--- src/rtl/mtx_pkg.sv ---
package mtx_pkg;
  typedef enum logic [1:0] {
    ST_IDLE = 2'd0,
    ST_DATA = 2'd1,
    ST_TAIL = 2'd2
  } mtx_state_e;
endpackage

--- src/rtl/mtx_nibble_shifter.sv ---
module mtx_nibble_shifter #(
  parameter int NIB_W = 4
) (
  input  logic             clk,
  input  logic             rst_n,
  input  logic             load,
  input  logic [NIB_W-1:0] nib,
  input  logic             active,
  output logic             cur_bit,
  output logic             half,
  output logic             nib_last
);
  localparam int CNT_W = (NIB_W > 1) ? $clog2(NIB_W) : 1;
  localparam logic [CNT_W-1:0] LAST_BIT = CNT_W'(NIB_W - 1);

  logic [NIB_W-1:0] shreg;
  logic [CNT_W-1:0] bitcnt;

  always_ff @(posedge clk or negedge rst_n) begin
    if (!rst_n) begin
      shreg  <= '0;
      bitcnt <= '0;
      half   <= 1'b0;
    end else if (load) begin
      shreg  <= nib;
      bitcnt <= '0;
      half   <= 1'b0;
    end else if (active) begin
      half <= ~half;
      if (half && bitcnt != LAST_BIT) begin
        shreg  <= shreg >> 1;
        bitcnt <= bitcnt + 1'b1;
      end
    end
  end

  assign cur_bit  = shreg[0];
  assign nib_last = active && half && (bitcnt == LAST_BIT);


  bit_advance_chk: assert property (@(posedge clk) disable iff (!rst_n)
    (active && half && !nib_last && !load) |=> (bitcnt == $past(bitcnt) + 1'b1));
endmodule

--- src/rtl/mtx_frame_ctrl.sv ---
module mtx_frame_ctrl
  import mtx_pkg::*;
#(
  parameter int TAIL_HALVES = 4
) (
  input  logic       clk,
  input  logic       rst_n,
  input  logic       in_valid,
  input  logic       nib_last,
  output logic       in_ready,
  output logic       load,
  output mtx_state_e state
);
  localparam int TAIL_W = $clog2(TAIL_HALVES + 1);
  localparam logic [TAIL_W-1:0] TAIL_END = TAIL_W'(TAIL_HALVES - 1);

  logic [TAIL_W-1:0] tailcnt;

  assign in_ready = (state == ST_IDLE) || nib_last;
  assign load     = in_valid && in_ready;

  always_ff @(posedge clk or negedge rst_n) begin
    if (!rst_n) begin
      state   <= ST_IDLE;
      tailcnt <= '0;
    end else begin
      unique case (state)
        ST_IDLE: if (load) state <= ST_DATA;
        ST_DATA: if (nib_last && !in_valid) begin
          state   <= ST_TAIL;
          tailcnt <= '0;
        end
        ST_TAIL: begin
          if (tailcnt == TAIL_END) state <= ST_IDLE;
          else tailcnt <= tailcnt + 1'b1;
        end
        default: state <= ST_IDLE;
      endcase
    end
  end


  ready_gap_chk: assert property (@(posedge clk) disable iff (!rst_n)
    (state == ST_DATA && load) |=> (state == ST_DATA));

  accepted_hold_chk: assert property (@(posedge clk) disable iff (!rst_n)
    (state == ST_DATA && !in_ready) |=> (state == ST_DATA));

  tail_exit_chk: assert property (@(posedge clk) disable iff (!rst_n)
    (state == ST_TAIL && tailcnt == TAIL_END) |=> (state == ST_IDLE));
endmodule

--- src/rtl/mtx_line_encoder.sv ---
module mtx_line_encoder
  import mtx_pkg::*;
(
  input  logic       clk,
  input  logic       rst_n,
  input  mtx_state_e state,
  input  logic       cur_bit,
  input  logic       half,
  output logic       line_p,
  output logic       line_en
);
  always_comb begin
    line_en = (state != ST_IDLE);
    unique case (state)
      ST_DATA: line_p = half ? cur_bit : ~cur_bit;
      ST_TAIL: line_p = 1'b1;
      default: line_p = 1'b0;
    endcase
  end


  idle_low_chk: assert property (@(posedge clk) disable iff (!rst_n)
    !line_en |-> !line_p);

  mid_cell_chk: assert property (@(posedge clk) disable iff (!rst_n)
    (state == ST_DATA && half && $past(state) == ST_DATA) |-> (line_p != $past(line_p)));

  tail_high_chk: assert property (@(posedge clk) disable iff (!rst_n)
    (state == ST_TAIL) |-> (line_p && line_en));
endmodule

--- src/rtl/mtx_manchester_tx.sv ---
module mtx_manchester_tx
  import mtx_pkg::*;
#(
  parameter int NIB_W       = 4,
  parameter int TAIL_HALVES = 4
) (
  input  logic             clk,
  input  logic             rst_n,
  input  logic             in_valid,
  output logic             in_ready,
  input  logic [NIB_W-1:0] in_nibble,
  output logic             line_p,
  output logic             line_en
);
  mtx_state_e state;
  logic load, cur_bit, half, nib_last;

  mtx_frame_ctrl #(.TAIL_HALVES(TAIL_HALVES)) u_ctrl (
    .clk(clk), .rst_n(rst_n), .in_valid(in_valid), .nib_last(nib_last),
    .in_ready(in_ready), .load(load), .state(state)
  );

  mtx_nibble_shifter #(.NIB_W(NIB_W)) u_shift (
    .clk(clk), .rst_n(rst_n), .load(load), .nib(in_nibble),
    .active(state == ST_DATA), .cur_bit(cur_bit), .half(half), .nib_last(nib_last)
  );

  mtx_line_encoder u_enc (
    .clk(clk), .rst_n(rst_n), .state(state), .cur_bit(cur_bit), .half(half),
    .line_p(line_p), .line_en(line_en)
  );
endmodule

--- config.mk ---
export PLATFORM = sky130hd
export DESIGN_NAME = mtx_manchester_tx
export DESIGN_NICKNAME = d
export VERILOG_FILES = /design/src/rtl/mtx_pkg.sv /design/src/rtl/mtx_nibble_shifter.sv /design/src/rtl/mtx_frame_ctrl.sv /design/src/rtl/mtx_line_encoder.sv /design/src/rtl/mtx_manchester_tx.sv
export SDC_FILE = /design/constraint.sdc
export NUM_CORES = 1
export LEC_CHECK = 0
export BUFFER_PORTS_ARGS = -buffer_cell sky130_fd_sc_hd__buf_2
export CAP_MARGIN = 10
export CORE_AREA = 2 2 39 41
export DETAILED_ROUTE_END_ITERATION = 10
export DIE_AREA = 0 0 41 43
export GPL_ROUTABILITY_DRIVEN = 0
export PLACE_DENSITY = 0.75
export RECOVER_POWER = 50
export SLEW_MARGIN = 10
export SYNTH_ARGS = -nofsm -noshare
export SYNTH_HDL_FRONTEND = slang
export SYNTH_SLANG_ARGS = --single-unit
--- constraint.sdc ---
create_clock -name clk -period 3.9 [get_ports clk]
set_input_delay 0.585 -clock clk [delete_from_list [all_inputs] [get_ports clk]]
set_output_delay 0.585 -clock clk [all_outputs]
set_load 0.005 [all_outputs]
Yosys cells after proc, flatten, opt, wreduce, memory -nomap -nowiden
Cells that the tools add are included.
{"block": "word_totals", "elab_cells": 50, "ff_bits": 12, "output_inout_bits": 3, "inputBits": 7}
{"block": "classes", "muxes": 17, "n_reduce_logical": 15, "add_sub_neg": 2, "bitwise_logic": 2, "n_eq_ne": 9}
{"operator": "$mux W2", "count": 6}
{"operator": "$mux W4", "count": 3}
{"operator": "$ne A2 B2 Y1 const B", "count": 4}
{"operator": "$reduce_bool A2 Y1", "count": 4}
{"operator": "$mux W3", "count": 2}
{"operator": "$pmux W2 S3", "count": 1}
{"operator": "$pmux W3 S2", "count": 1}
{"operator": "$reduce_and A3 Y1", "count": 2}
{"operator": "$logic_and A1 B1 Y1", "count": 5}
{"operator": "$eq A2 B2 Y1 const B", "count": 2}
{"operator": "$add A3 B1 Y3 const B", "count": 1}
{"operator": "$eq A3 B2 Y1 const B", "count": 1}
{"operator": "$mux W1", "count": 3}
{"operator": "$add A2 B1 Y2 const B", "count": 1}
{"operator": "$eq A2 B1 Y1 const B", "count": 1}
{"operator": "$logic_not A2 Y1", "count": 1}
{"operator": "$ne A2 B1 Y1 const B", "count": 1}
{"operator": "$not A1 Y1", "count": 2}
{"operator": "$pmux W1 S2", "count": 1}
{"operator": "$reduce_and A2 Y1", "count": 1}
{"operator": "$logic_not A1 Y1", "count": 1}
{"operator": "$logic_or A1 B1 Y1", "count": 1}

Longest topological paths before layout
{"block": "logic_depth", "ltp_word": 7, "mapped_depth": 7, "mapped_depth_nobuf": 5}

By module
From an unflattened synthesis, not the netlist that was laid out.
{"block": "hier_totals", "hier_cells": 63, "hier_area_um2": 701.9}
{"mod": "mtx_nibble_shifter", "cells_each": 26, "area_per_inst_um2": 341.6, "seq_area_each_um2": 175.2, "instances": 1}
{"mod": "mtx_frame_ctrl", "cells_each": 26, "area_per_inst_um2": 276.5, "seq_area_each_um2": 125.1, "instances": 1}
{"mod": "mtx_line_encoder", "cells_each": 10, "area_per_inst_um2": 70.1, "seq_area_each_um2": 0.0, "instances": 1}
{"mod": "mtx_manchester_tx", "cells_each": 1, "area_per_inst_um2": 13.8, "seq_area_each_um2": 0.0, "instances": 1}

Worst setup path before layout
No wires, ideal clock.
{"block": "synth_path", "path_type": "register -> register", "from": "register u_ctrl.state[1]", "to": "register u_shift.shreg[0]", "path_buffers": 2, "arrival_time_ps": 1560, "required_time_ps": 3774, "period_less_slack_ps": 1686, "stages_incl_launch_ff": 8, "setup_slack_ps": 2214, "setup_ps": 126, "cell_sequence": "dfrtp_1 -> inv_1 -> ha_1 -> buf_6 -> a31o_4 -> and2_4 -> buf_6 -> a221o_1"}
{"block": "synth_via", "elab_chain_cells": 7, "word_cells_on_any_way": 10, "classes_between": "eq/ne: 1; mux: 1; reduce/logical: 8"}
{"element": "start, declared", "line": "mtx_frame_ctrl.sv:12", "text": "output mtx_state_e state"}
{"element": "start signal, assigned", "line": "mtx_frame_ctrl.sv:24", "text": "state <= ST_IDLE;"}
{"element": "start signal, assigned", "line": "mtx_frame_ctrl.sv:28", "text": "ST_IDLE: if (load) state <= ST_DATA;"}
{"element": "start signal, assigned", "line": "mtx_frame_ctrl.sv:30", "text": "state <= ST_TAIL;"}
{"element": "$eq A2 B1 Y1", "line": "mtx_manchester_tx.sv:25", "text": ".active(state == ST_DATA), .cur_bit(cur_bit), .half(half), .nib_last(nib_last)"}
{"element": "$logic_and A1 B1 Y1 (2 in series)", "line": "mtx_nibble_shifter.sv:38", "text": "assign nib_last = active && half && (bitcnt == LAST_BIT);"}
{"element": "$logic_or A1 B1 Y1 *", "line": "mtx_frame_ctrl.sv:19", "text": "assign in_ready = (state == ST_IDLE) || nib_last;"}
{"element": "net in_ready", "line": "mtx_manchester_tx.sv:10", "text": "output logic in_ready,"}
{"element": "$logic_and A1 B1 Y1 *", "line": "mtx_frame_ctrl.sv:20", "text": "assign load = in_valid && in_ready;"}
{"element": "$reduce_bool A2 Y1 (no source line)"}
{"element": "$reduce_and A2 Y1 (no source line)"}
{"element": "end signal, assigned", "line": "mtx_nibble_shifter.sv:25", "text": "shreg <= nib;"}
{"element": "end signal, assigned", "line": "mtx_nibble_shifter.sv:31", "text": "shreg <= shreg >> 1;"}
{"element": "end, declared", "line": "mtx_nibble_shifter.sv:16", "text": "logic [NIB_W-1:0] shreg;"}
Mark *: on every way through the listed nets, which the timed path passes. The rest lies on a longest branch.
A chain may end at the register's enable or synchronous reset.

Worst setup path after layout
{"block": "layout_path", "from": "register u_ctrl.state[1]", "to": "output line_p"}
{"block": "layout_via", "elab_chain_cells": 2, "word_cells_on_any_way": 3, "classes_between": "eq/ne: 2; mux: 1"}
{"element": "$eq A2 B2 Y1 / $eq A2 B1 Y1 (equally long branches)", "line": "mtx_line_encoder.sv:14", "text": "unique case (state)"}
{"element": "$pmux W1 S2 *", "line": "mtx_line_encoder.sv:14"}
{"element": "end, declared", "line": "mtx_manchester_tx.sv:12", "text": "output logic line_p,"}
Mark *: on every way between the ends. The rest lies on a longest branch, timed or not.

==> results.py <==
metrics = {
    "synthesis": {
        "synthAdderAreaFrac_pct": 11.9,
        "synth_mux_area_share_pct": 5.61,
        "syn_area_um2": 736,
        "synth_seq_area_share_pct": 40.8,
        "synth-xor-area-share_pct": 3.57,
        "synth-compound-area-share_pct": 20.2,
        "synthesis.nets": 83,
        "syn_inst": 69,
        "yosysUniqueCellTypes": 27,
        "synth_top_cell_by_area": "dfrtp_1",
        "yosysWarnings": 0,
        "synth_top_area_share_pct": 40.8,
        "synth_top_family_by_area": "compound AO/OA/AOI/OAI gates",
        "synth_simple_gate_area_share_pct": 9.52,
        "yosys_register_bits": 12,
        "syn_avg_cell_area_um2": 10.7,
        "netlist_top_cells_area": "dfrtp_1, ha_1, inv_1",
    },
    "finish": {
        "final_nets": 94,
        "fill_cells": 128,
        "seqCellArea_um2": 300,
        "fin_cells": 95,
        "insertedDiodeCount": 0,
        "drive_gt1_share_pct": 16.5,
        "syn_to_final_growth_pct": 9.52,
        "multi_input_area_um2": 372,
    },
    "power_and_ir_drop": {
        "total_power_uw": 635,
        "power.density_mw_per_mm2": 788,
        "p_leak_uw": 0.000408,
        "vdd_drop_max_mv": 0.416,
    },
    "cts": {
        "cts_setup_buffers": 0,
        "htreeDepth": 1,
        "clkTransAtPathRegs_ps": 80,
        "cts_tree": "built",
        "clock_latency_ps": 280,
        "root_buffer": "clkbuf_4",
        "cts.sinks": 12,
        "holdBufCountCts": 0,
        "cts_made_buffers": 3,
        "cts_buffer_depth": 2,
        "post_cts_resized": 0,
    },
    "routing": {
        "first_pass_iters": 4,
        "vias_per_cell": 5.57,
        "drc": 0,
        "dr_total_vias": 529,
        "dr.first_iter.drc_count": 12,
        "postRouteWirelength_um": 1260,
        "ant_nets": 0,
        "avgRoutedWirePerCell_um": 13.2,
    },
    "job": {
        "max_cap_viol_count": 0,
    },
    "floorplan": {
        "io-pin-count": 10,
        "core_mm2": 0.00138,
        "die_w_um": 41,
        "row_count": 14,
        "die-area_mm2": 0.00176,
        "dieHeight_um": 43,
        "initial_utilization_pct": 53.2,
    },
    "worst_setup_path": {
        "reg2reg_from": "u_ctrl.state[1]",
        "crit_required_ps": 3310,
        "reg2reg_to": "u_shift.shreg[0]",
        "cpPeakStageDelay_ps": 410,
        "cp_data_arrival_time_ps": 1520,
        "cp-end-kind": "output port",
        "reg2reg_depth": 5,
        "worstSetupStartpoint": "u_ctrl.state[1]",
        "path_cells": "inv_1, ha_1, a21oi_1, nor2_1, buf_2",
        "path_depth": 5,
        "crit_family": "flip-flops",
        "crit_path_start_kind": "register",
        "rrSetupSlack_ps": 2050,
        "crit_buf_inv": 2,
        "cp_max_fo": 10,
        "crit_type": "register to output port",
        "slowest_stage": "dfrtp_1",
    },
    "timing": {
        "fmax_ghz": 0.474,
        "fin_crit_sh_pct": 54.1,
        "finalCriticalPeriod_ps": 2110,
        "drv_slew": 0,
        "worstMarginPinSlew_ps": 632,
        "clock-skew-final_ps": 4.44,
        "hold_viol_final": 0,
        "fin_ws_ps": 1790,
        "rsz0062_at_grt": "no",
        "setup_viol": 0,
        "whs_ps": 286,
        "fin_setup_tns_ps": 0,
        "maxSlewHeadroom_pct": 57.9,
    },
    "placed_design": {
        "dp_hpwl_um": 952,
        "io_buffers": 9,
        "dp_slack_ps": 2070,
        "dp.cells": 91,
    },
    "grt": {
        "antenna_found_initial": 0,
        "grt_remaining_overflow": 0,
        "grt_pass1_vias": 493,
        "grt_pass1_wl_um": 2090,
        "grt_usage_pct": 18.2,
        "grt_start_max_net_pins": 13,
    },
    "run_status": {
        "status": "finished clean",
    },
    "min_path": {
        "min_path_type": "input pin to asynchronous set/reset pin",
    },
}
## Yosys cell counts (all sizes together)
cell type / n
ha: 7
o21ai: 3
a21oi: 2
buf: 3
mux2: 1
mux2i: 3
inv: 9
a2111o: 1
a22o: 3
and2: 1
and3: 1
a22oi: 1
a211oi: 1
xor2: 1
nand2b: 1
nand3b: 2
o211ai: 1
a222oi: 1
o22a: 1
a31o: 1
a21o: 1
nor2: 5
nand3: 3
xnor2: 2
a221o: 2
dfrtp: 12
## logic make-up (layout without fill, tap and decap cells)
kind of cell               after synthesis  after routing
buffers and inverters                   12             22
and+or+nand+nor                         13             13
xor gates and xnor gates                 3              3
AOI/OAI and AO/OA                       18             18
adders and majority gates                7              7
DFF                                     12             12
muxes                                    4              4
## worst register-to-register path, stage by stage, from the launching register on
cell     delay (ps)
dfrtp_1         380
inv_1            90
ha_1            320
a31o_4          310
and2_0          260
a221o_1         380
## flip-flops by register name, summed over array words and instances (netlist names)
register        cells
u_shift.shreg       4
u_ctrl.tailcnt      3
u_ctrl.state        2
u_shift.bitcnt      2
u_shift.half        1
## through the flow
stage | utilization, % | cell area, um^2
final | 58.2 | 806
after global routing | 58.2 | 806
after CTS | 58.5 | 810
after detailed placement | 55.9 | 773
after global placement | 55.9 | 773
after floorplan | - | 736
## area by class of cell
cell class,count,area share (%)
Multi-Input combinational cell,45,46.1
Sequential cell,12,37.3
Inverter,9,4.19
Tap cell,16,2.48
Clock buffer,4,4.50
Timing Repair Buffer,9,5.43
## how the worst max path moves through the flow
stage,end,slack [ps]
after global placement,u_ctrl.state[0],2100
after detailed placement,u_ctrl.state[0],2070
after floorplan,u_shift.shreg[0],2210
final,line_p,1790
after global routing,line_p,1680
after CTS,in_ready,1790
## placed cells by master (no fill, tap or decap), drive strengths merged
master   n
nand2b   1
o22a     1
a211oi   1
clkbuf   5
nand3b   2
a22oi    1
and2     1
mux2     1
nor2     5
o211ai   1
a21o     1
buf      8
dfrtp   12
o21ai    3
a222oi   1
a221o    2
ha       7
xnor2    2
and3     1
inv      9
mux2i    3
a2111o   1
xor2     1
nand3    3
a22o     3
a31o     1
a21oi    2
## where the power goes
part	total, uW	internal (uW)	switching [uW]
Sequential	219	177	41.6
Combinational	314	147	166
Clock	102	56.9	45.0
## routing by layer
metal / global-route usage (%) / vias up / share of wire, %
met4: 14.0 / 0 / 3.4
met2: 25.3 / 6 / 46
met3: 4.71 / 5 / 2.9
met5: 0 / - / 0
met1: 22.8 / 251 / 48
li1: - / 267 / -
Note: power is estimated with default switching activity, not from simulation.
